$ cat src/rtl/ea_pkg.sv
package ea_pkg;

    typedef enum logic [3:0] {
        EAM_IND    = 4'd0,
        EAM_PINC   = 4'd1,
        EAM_PDEC   = 4'd2,
        EAM_DISP   = 4'd3,
        EAM_INDEX  = 4'd4,
        EAM_ABSW   = 4'd5,
        EAM_ABSL   = 4'd6,
        EAM_PCDISP = 4'd7,
        EAM_PCIDX  = 4'd8
    } ea_mode_e;

    typedef enum logic [1:0] {
        OSZ_BYTE = 2'd0,
        OSZ_WORD = 2'd1,
        OSZ_LONG = 2'd2,
        OSZ_ALT  = 2'd3
    } op_size_e;

    // extension words a mode needs
    function automatic logic [1:0] ea_words(input logic [3:0] m);
        case (ea_mode_e'(m))
            EAM_DISP, EAM_INDEX, EAM_ABSW, EAM_PCDISP, EAM_PCIDX: ea_words = 2'd1;
            EAM_ABSL: ea_words = 2'd2;
            default:  ea_words = 2'd0;
        endcase
    endfunction

    function automatic logic ea_legal(input logic [3:0] m);
        ea_legal = (m <= 4'(EAM_PCIDX));
    endfunction

endpackage

$ cat src/rtl/ea_step_calc.sv
module ea_step_calc #(
    parameter int AW     = 32,
    parameter int RIW    = 3,
    parameter int SP_IDX = 7
) (
    input  logic [1:0]     size,
    input  logic [RIW-1:0] idx,
    output logic [AW-1:0]  step
);
    import ea_pkg::*;

    logic is_sp;

    always_comb begin
        is_sp = (idx == RIW'(SP_IDX));
        case (op_size_e'(size))
            OSZ_BYTE: step = is_sp ? AW'(2) : AW'(1);
            OSZ_WORD: step = AW'(2);
            default:  step = AW'(4);
        endcase
    end
endmodule

$ cat src/rtl/ea_addr_calc.sv
module ea_addr_calc #(
    parameter int AW = 32,
    parameter int XW = 16
) (
    input  logic [3:0]    mode,
    input  logic [AW-1:0] base,
    input  logic [AW-1:0] xreg,
    input  logic [AW-1:0] pc,
    input  logic [XW-1:0] w0,
    input  logic [XW-1:0] w1,
    input  logic [AW-1:0] step,
    output logic [AW-1:0] ea,
    output logic          wb_en,
    output logic [AW-1:0] wb_val
);
    import ea_pkg::*;

    localparam int D8W = 8;
    localparam int PC_EXT_OFS = XW / 8;   // bytes in one opcode word

    logic [AW-1:0] disp16, disp8, pc_base, abs_long;

    always_comb begin
        disp16   = {{(AW-XW){w0[XW-1]}}, w0};
        disp8    = {{(AW-D8W){w0[D8W-1]}}, w0[D8W-1:0]};
        pc_base  = pc + AW'(PC_EXT_OFS);
        abs_long = AW'({w0, w1});
        wb_en    = 1'b0;
        wb_val   = base;
        case (ea_mode_e'(mode))
            EAM_IND:    ea = base;
            EAM_PINC: begin
                ea     = base;
                wb_en  = 1'b1;
                wb_val = base + step;
            end
            EAM_PDEC: begin
                ea     = base - step;
                wb_en  = 1'b1;
                wb_val = base - step;
            end
            EAM_DISP:   ea = base + disp16;
            EAM_INDEX:  ea = base + disp8 + xreg;
            EAM_ABSW:   ea = disp16;
            EAM_ABSL:   ea = abs_long;
            EAM_PCDISP: ea = pc_base + disp16;
            EAM_PCIDX:  ea = pc_base + disp8 + xreg;
            default:    ea = base;
        endcase
    end
endmodule

$ cat src/rtl/ea_unit.sv
module ea_unit #(
    parameter int AW     = 32,
    parameter int XW     = 16,
    parameter int RIW    = 3,
    parameter int SP_IDX = 7
) (
    input  logic           clk,
    input  logic           rst,
    input  logic           start,
    input  logic [3:0]     mode,
    input  logic [1:0]     size,
    input  logic [AW-1:0]  areg,
    input  logic [RIW-1:0] areg_idx,
    input  logic [AW-1:0]  xreg,
    input  logic [AW-1:0]  pc,
    input  logic           ext_valid,
    input  logic [XW-1:0]  ext_word,
    output logic [AW-1:0]  ea,
    output logic           ea_valid,
    output logic           illegal,
    output logic           wb_en,
    output logic [AW-1:0]  wb_val,
    output logic [1:0]     ext_cnt
);
    import ea_pkg::*;

    typedef struct packed {
        logic           busy;
        logic [3:0]     mode;
        logic [1:0]     size;
        logic [AW-1:0]  base;
        logic [RIW-1:0] idx;
        logic [AW-1:0]  xreg;
        logic [AW-1:0]  pc;
        logic [1:0]     need;
        logic [1:0]     got;
        logic [XW-1:0]  w0;
        logic [AW-1:0]  ea;
        logic           valid;
        logic           illegal;
        logic           wb_en;
        logic [AW-1:0]  wb_val;
        logic [1:0]     cnt;
    } st_t;

    st_t st_d, st_q;

    logic           acc, take, fire;
    logic [3:0]     c_mode;
    logic [1:0]     c_size, c_need;
    logic [AW-1:0]  c_base, c_xreg, c_pc, c_step;
    logic [RIW-1:0] c_idx;
    logic [XW-1:0]  c_w0;
    logic [AW-1:0]  calc_ea, calc_wb_val;
    logic           calc_wb_en;

    // operand view: fresh request fields on an accepted start, held ones otherwise
    always_comb begin
        acc    = start && !st_q.busy;
        take   = st_q.busy && ext_valid;
        c_mode = acc ? mode     : st_q.mode;
        c_size = acc ? size     : st_q.size;
        c_base = acc ? areg     : st_q.base;
        c_idx  = acc ? areg_idx : st_q.idx;
        c_xreg = acc ? xreg     : st_q.xreg;
        c_pc   = acc ? pc       : st_q.pc;
        c_need = ea_words(c_mode);
        c_w0   = (st_q.got == 2'd0) ? ext_word : st_q.w0;
    end

    ea_step_calc #(.AW(AW), .RIW(RIW), .SP_IDX(SP_IDX)) step_i (
        .size (c_size),
        .idx  (c_idx),
        .step (c_step)
    );

    ea_addr_calc #(.AW(AW), .XW(XW)) addr_i (
        .mode   (c_mode),
        .base   (c_base),
        .xreg   (c_xreg),
        .pc     (c_pc),
        .w0     (c_w0),
        .w1     (ext_word),
        .step   (c_step),
        .ea     (calc_ea),
        .wb_en  (calc_wb_en),
        .wb_val (calc_wb_val)
    );

    always_comb begin
        st_d         = st_q;
        st_d.valid   = 1'b0;
        st_d.illegal = 1'b0;
        st_d.wb_en   = 1'b0;
        fire = (acc && ea_legal(mode) && (c_need == 2'd0))
            || (take && ((st_q.got + 2'd1) == st_q.need));

        if (acc) begin
            st_d.mode = mode;
            st_d.size = size;
            st_d.base = areg;
            st_d.idx  = areg_idx;
            st_d.xreg = xreg;
            st_d.pc   = pc;
            st_d.need = c_need;
            st_d.got  = 2'd0;
            if (!ea_legal(mode)) begin
                st_d.illegal = 1'b1;
                st_d.cnt     = 2'd0;
            end else if (c_need != 2'd0) begin
                st_d.busy = 1'b1;
            end
        end

        if (take) begin
            if (st_q.got == 2'd0) st_d.w0 = ext_word;
            st_d.got = st_q.got + 2'd1;
            if (fire) st_d.busy = 1'b0;
        end

        if (fire) begin
            st_d.ea     = calc_ea;
            st_d.valid  = 1'b1;
            st_d.wb_en  = calc_wb_en;
            st_d.wb_val = calc_wb_val;
            st_d.cnt    = c_need;
        end
    end

    always_ff @(posedge clk) begin
        if (rst) st_q <= '0;
        else     st_q <= st_d;
    end

    assign ea       = st_q.ea;
    assign ea_valid = st_q.valid;
    assign illegal  = st_q.illegal;
    assign wb_en    = st_q.wb_en;
    assign wb_val   = st_q.wb_val;
    assign ext_cnt  = st_q.cnt;

endmodule

$ cat config.mk
export PLATFORM = sky130hd
export DESIGN_NAME = ea_unit
export DESIGN_NICKNAME = d
export VERILOG_FILES = /design/src/rtl/ea_pkg.sv /design/src/rtl/ea_step_calc.sv /design/src/rtl/ea_addr_calc.sv /design/src/rtl/ea_unit.sv
export SDC_FILE = /design/constraint.sdc
export NUM_CORES = 1
export LEC_CHECK = 0
export BUFFER_PORTS_ARGS = -buffer_cell sky130_fd_sc_hd__buf_2
export CAP_MARGIN = 25
export CORE_ASPECT_RATIO = 1.1
export CORE_MARGIN = 2
export CORE_UTILIZATION = 45
export CTS_BUF_LIST = sky130_fd_sc_hd__clkbuf_16
export DETAILED_ROUTE_END_ITERATION = 7
export REMOVE_ABC_BUFFERS = 1
export SLEW_MARGIN = 20
export SYNTH_ARGS = -nofsm -noshare
export SYNTH_HDL_FRONTEND = slang
export SYNTH_SLANG_ARGS = --single-unit
$ cat constraint.sdc
create_clock -name clk -period 23.2 [get_ports clk]
set_input_delay 1.16 -clock clk [delete_from_list [all_inputs] [get_ports clk]]
set_output_delay 1.16 -clock clk [all_outputs]
set_load 0.02 [all_outputs]
=== Word-level counts from Yosys, hierarchy flattened ===
Index checks and enable logic that the tools add are counted.

* Register bits after elaboration: 195
* Input port bits: 125
* Output and inout port bits: 69
* Logic and storage cells: 83

* Add/subtract/negate cells: 10
* Magnitude comparators: 1
* Equality and inequality tests: 12
* Mux-type cells: 24
* Bitwise gates (word level): 2
* Reductions and logical operators: 18

{| class="wikitable"
|+ Operators by type and width
! operator !! number
|-
| $add 32x32->32 || 7
|-
| $pmux 32 s7 || 1
|-
| $pmux 32 s2 || 2
|-
| $mux 110 || 1
|-
| $mux 32 || 3
|-
| $add 32x2->32 const B || 1
|-
| $sub 32x32->32 || 1
|-
| $mux 18 || 1
|-
| $eq 4x3->1 const B || 4
|-
| $mux 16 || 1
|-
| $mux 2 || 5
|-
| $eq 4x2->1 const B || 2
|-
| $mux 1 || 7
|-
| $logic_not 2->1 || 3
|-
| $reduce_bool 2->1 || 3
|-
| $reduce_or 2->1 || 3
|-
| $logic_and 1x1->1 || 5
|-
| $reduce_or 5->1 || 1
|-
| $eq 4x1->1 const B || 1
|-
| $eq 4x4->1 const B || 1
|-
| $le 4x4->1 const B || 1
|-
| $mux 4 || 1
|-
| $pmux 2 s2 || 1
|-
| $eq 3x3->1 const B || 1
|-
| 9 further kinds || 10
|}

=== Depth between registers and ports, before layout ===
* Depth after elaboration: 12
* Mapped depth: 33
* Mapped depth without buffers: 23

=== Modules after synthesis ===
A second synthesis with hierarchy kept.

* Cell total of the unflattened synthesis: 2739
* Area total of the unflattened synthesis: 20642.3 um^2

{| class="wikitable"
|+ Modules (own cells, without submodules)
! module !! times used !! cells each !! area each (um^2) !! sequential area each (um^2)
|-
| ea_addr_calc || 1 || 1677 || 12165.4 || 0.0
|-
| ea_unit || 1 || 1028 || 8232.9 || 3903.7
|-
| ea_step_calc || 1 || 34 || 244.0 || 0.0
|}

=== Least setup slack after synthesis ===
OpenSTA, ideal clock, no wires.

* Kind: input-to-reg
* From: input port ext_word[7]
* To: register st_q, in the netlist ea[29]
* Setup time: 0.136 ns
* Data arrival time: 8.859 ns
* Required time: 23.064 ns
* Setup slack: 14.205 ns
* Cell stages on the path: 14
* Path buffers: 1
* Cells stage by stage: mux2i_1 > inv_1 > fa_1 > ha_1 > clkbuf_1 > a211oi_1 > nand2_1 > a21o_1 > a31o_2 > a21boi_0 > o21ai_0 > a41oi_1 > mux2i_1 > a41oi_1

* Word-level cells in the longest chain between the ends: 4
* Elaborated cells on any way between the ends: 8
* Classes of those cells: 6 x add/sub; 2 x mux

{| class="wikitable"
|+ RTL lines
! what !! RTL line !! source
|-
| start, declared || ea_unit.sv:17 || <nowiki>input logic [XW-1:0] ext_word,</nowiki>
|-
| $mux 16 * || ea_unit.sv:68 || <nowiki>c_w0 = (st_q.got == 2'd0) ? ext_word : st_q.w0;</nowiki>
|-
| net addr_i.w0[7] || ea_addr_calc.sv:9 || <nowiki>input logic [XW-1:0] w0,</nowiki>
|-
| $add 32x32->32, on equally long branches (2 in a row) || ea_addr_calc.sv:47, ea_addr_calc.sv:43 ||
|-
| $pmux 32 s7 * || ea_addr_calc.sv:30 || <nowiki>case (ea_mode_e'(mode))</nowiki>
|-
| end signal, assigned || ea_unit.sv:132 || <nowiki>else st_q <= st_d;</nowiki>
|-
| end, declared || ea_unit.sv:46 || <nowiki>st_t st_d, st_q;</nowiki>
|}

Mark *: on every way through the listed nets, which the timed path passes. The rest lies on a longest branch.
A chain may end at the register's enable or synchronous reset.

=== Worst setup path after layout ===
* From: input port start
* To: register st_q, in the netlist ea[24]

* Word-level cells in the longest chain between the ends: 8
* Elaborated cells on any way between the ends: 34
* Classes of those cells: 8 x add/sub; 9 x eq/ne; 10 x mux; 7 x reduce/logical

{| class="wikitable"
|+ RTL lines
! what !! RTL line !! source
|-
| start, declared || ea_unit.sv:9 || <nowiki>input logic start,</nowiki>
|-
| $logic_and 1x1->1 * || ea_unit.sv:59 || <nowiki>acc = start && !st_q.busy;</nowiki>
|-
| parallel branches: the longest is 7 deep, another holds $add 32x2->32 || n/a ||
|}

Mark *: on every way between the ends.

==> impl_metrics.env <==
export IMPL_via_count=18084
export IMPL_cts_root_buf="clkbuf_16"
export IMPL_avgSynthCellArea_um2=7.851
export IMPL_worstHoldPathType="register to register"
export IMPL_hold_violations=0
export IMPL_synth_area_leaders="dfxtp_1 (21%), fa_1 (7.2%), ha_1 (6.7%), mux2i_1 (6.6%), nor2_1 (6.1%)"
export IMPL_grt_max_degree=60
export IMPL_tightest_slew_ns=1.049
export IMPL_ant_nets=0
export IMPL_ys_types=95
export IMPL_fin_crit_sh=0.3153
export IMPL_ys_warn_count=0
export IMPL_ys_seq_area_frac=0.2097
export IMPL_critPathKind="input port to register"
export IMPL_fmax_mhz=136.7
export IMPL_viasPerCell=6.103
export IMPL_yosysTopAreaCell="dfxtp_1"
export IMPL_hpwl_mm=53.42
export IMPL_h_tree_depth=4
export IMPL_first_pass_iters=7
export IMPL_cts_buffer_depth=2
export IMPL_syn_cell_area_um2=18620
export IMPL_post_cts_buffers=0
export IMPL_ys_seq_elements=195
export IMPL_fin_worst_skew_ns=0.01591
export IMPL_drv_cap=0
export IMPL_utilization=0.4908
export IMPL_grt_pass1_vias=16553
export IMPL_relSlewSlack=0.2804
export IMPL_ctsHoldBuffers=0
export IMPL_synth_flop_cell="dfxtp_1"
export IMPL_gp_congestion=0.9668
export IMPL_port_buffers=193
export IMPL_async_flop_share=0
export IMPL_area_growth_pct=8.059
export IMPL_synth_top_cells_by_count="nor2_1 (301), dfxtp_1 (195), a21oi_1 (181)"
export IMPL_arrival_ns=7.70
export IMPL_status="complete, no violations"
export IMPL_p_leak_nw=9.022
export IMPL_rsz0062_at_grt="false"
export IMPL_rows=78
export IMPL_drive_above_1_share=0.1408
export IMPL_fp_dieH_um=217.3
export IMPL_finalNonFillerCells=2963
export IMPL_clock_sinks=195
export IMPL_antenna_cells=0
export IMPL_final_net_count=2721
export IMPL_synth_edf_count=0
export IMPL_fin_tns_setup_ns=0
export IMPL_die_w_um=197.9
export IMPL_critPathLaunchType="input port"
export IMPL_place_ws_ns=15.47
export IMPL_drt_total_wl_mm=67.39
export IMPL_fin_crit_ns=7.316
export IMPL_crit_path_end_kind="register"
export IMPL_grt_use_total=0.3105
export IMPL_initial_utilization=0.4542
export IMPL_synth_top_area_share=0.2097
export IMPL_antenna_found_initial=0
export IMPL_setup_viol=0
export IMPL_wire_per_inst_um=22.74
export IMPL_cts_resized=0
export IMPL_synth_most_common_cell="nor2_1"
export IMPL_drc=0
export IMPL_clkLatencyLatePin_ns=0.49
export IMPL_synthCells=2371
export IMPL_grt_ovfl_total=0
export IMPL_clk_pin_slew_ns=0.08
export IMPL_cp_required_ns=23.58
export IMPL_ir_drop_v=0.00006788
export IMPL_pwr_density_cell_nw_per_um2=73.41
export IMPL_core_area_um2=40990
export IMPL_slew_viol_final=0
export IMPL_top_level_ports=194
export IMPL_grt_pass1_wl_mm=100.4
export IMPL_tritoncts="built"
export IMPL_place_inst=2931
export IMPL_cts_buffers=17
export IMPL_drt_iter0_drc=2055
export IMPL_cp_max_fo=59
export IMPL_dieArea_um2=43010
export IMPL_fin_ws_ns=15.88
cell type report:
type / instances / area, µm²
Inverter: 162 / 608.1
Multi-Input combinational cell: 1826 / 13090
Clock buffer: 17 / 425.4
Tap cell: 520 / 650.6
Timing Repair Buffer: 228 / 1242
Fill cell: 4076 / 20870
Sequential cell: 195 / 3904
Clock inverter: 15 / 191.4
cells by family (layout without fill, tap and decap cells):
group                    Yosys count  in the layout  share of synthesized area
AND/OR/NAND/NOR                  770            770                     0.1987
multiplexers                     143            143                    0.08153
flip-flops                       195            195                     0.2097
buffers and inverters            350            422                    0.09013
AO/OA/AOI/OAI                    605            605                     0.2138
XOR/XNOR                         142            142                    0.06755
adder cells (fa/ha/maj)          166            166                     0.1386
critical path: stages:
cell and delay, ns:
buf_2 0.24, nand2b_4 0.55, buf_4 0.80, mux2i_1 0.33, o21ai_1 0.29, nor3_2 0.42, nand2_1 0.12, xnor2_1 0.14
o21ai_0 0.29, fa_1 0.47, inv_1 0.07, ha_1 0.32, and3_1 0.24, a211oi_1 0.47, a21boi_0 0.16, a31o_2 0.24
a311o_1 0.32, xnor2_1 0.24, o22ai_1 0.11, or4_1 0.40, a22o_1 0.20
through the flow:
| stage | hold slack, ns | instance area [µm²] | power, mW |
|---|---|---|---|
| after global routing | 0.4655 | 20120 | 1.558 |
| after CTS | 0.4432 | 20120 | 1.463 |
| after detailed placement | 0.4329 | 19500 | 1.130 |
| final | 0.4437 | 20120 | 1.477 |
| after floorplan | 0.4298 | 17550 | 0.9086 |
| after global placement | 0.4278 | 19480 | 1.128 |
power breakdown:
| group | total, mW | switching (mW) | internal [mW] | leakage, nW |
|---|---|---|---|---|
| Sequential | 0.374 | 0.0142 | 0.360 | 1.60 |
| Combinational | 0.774 | 0.497 | 0.276 | 7.12 |
| Clock | 0.329 | 0.156 | 0.173 | 0.298 |
routing by layer:
metal	GRT usage	up-vias	routed length, µm
met1	0.4589	8692	31580
met2	0.4678	802	29030
met3	0.03843	97	4916
met4	0.09699	0	1867
met5	0	-	0
li1	-	8493	-
cells in the final DEF (no fill, tap or decap), drive strengths merged, types with 13 or more instances in the layout:
master	instances
a211oi	53
a21o	41
a21oi	181
a221oi	23
a31oi	32
and2	17
and3	22
buf	228
clkbuf	17
dfxtp	195
fa	67
ha	99
inv	169
mux2i	132
nand2	177
nand2b	15
nand3	48
nand4	29
nor2	302
nor3	68
nor4	22
o211ai	23
o21ai	104
o22ai	15
o31ai	13
xnor2	95
xor2	46
final timing paths:
path                                 from  endpoint  slack (ns)  depth (start not counted)
worst min register to register      ea[3]     ea[3]        0.44                          2
worst max register to register  st_q[194]    ea[24]       16.44                         20
worst min-delay path                ea[3]     ea[3]        0.44                          2
worst max-delay path                start    ea[24]       15.88                         21
flip-flops by register name, indices dropped and copies added, names as in the netlist:
signal and cells:
illegal 1, wb_val 32, ea 32, ea_valid 1, ext_cnt 2, wb_en 1, st_q 126
Power figures use the tool's default switching activity.
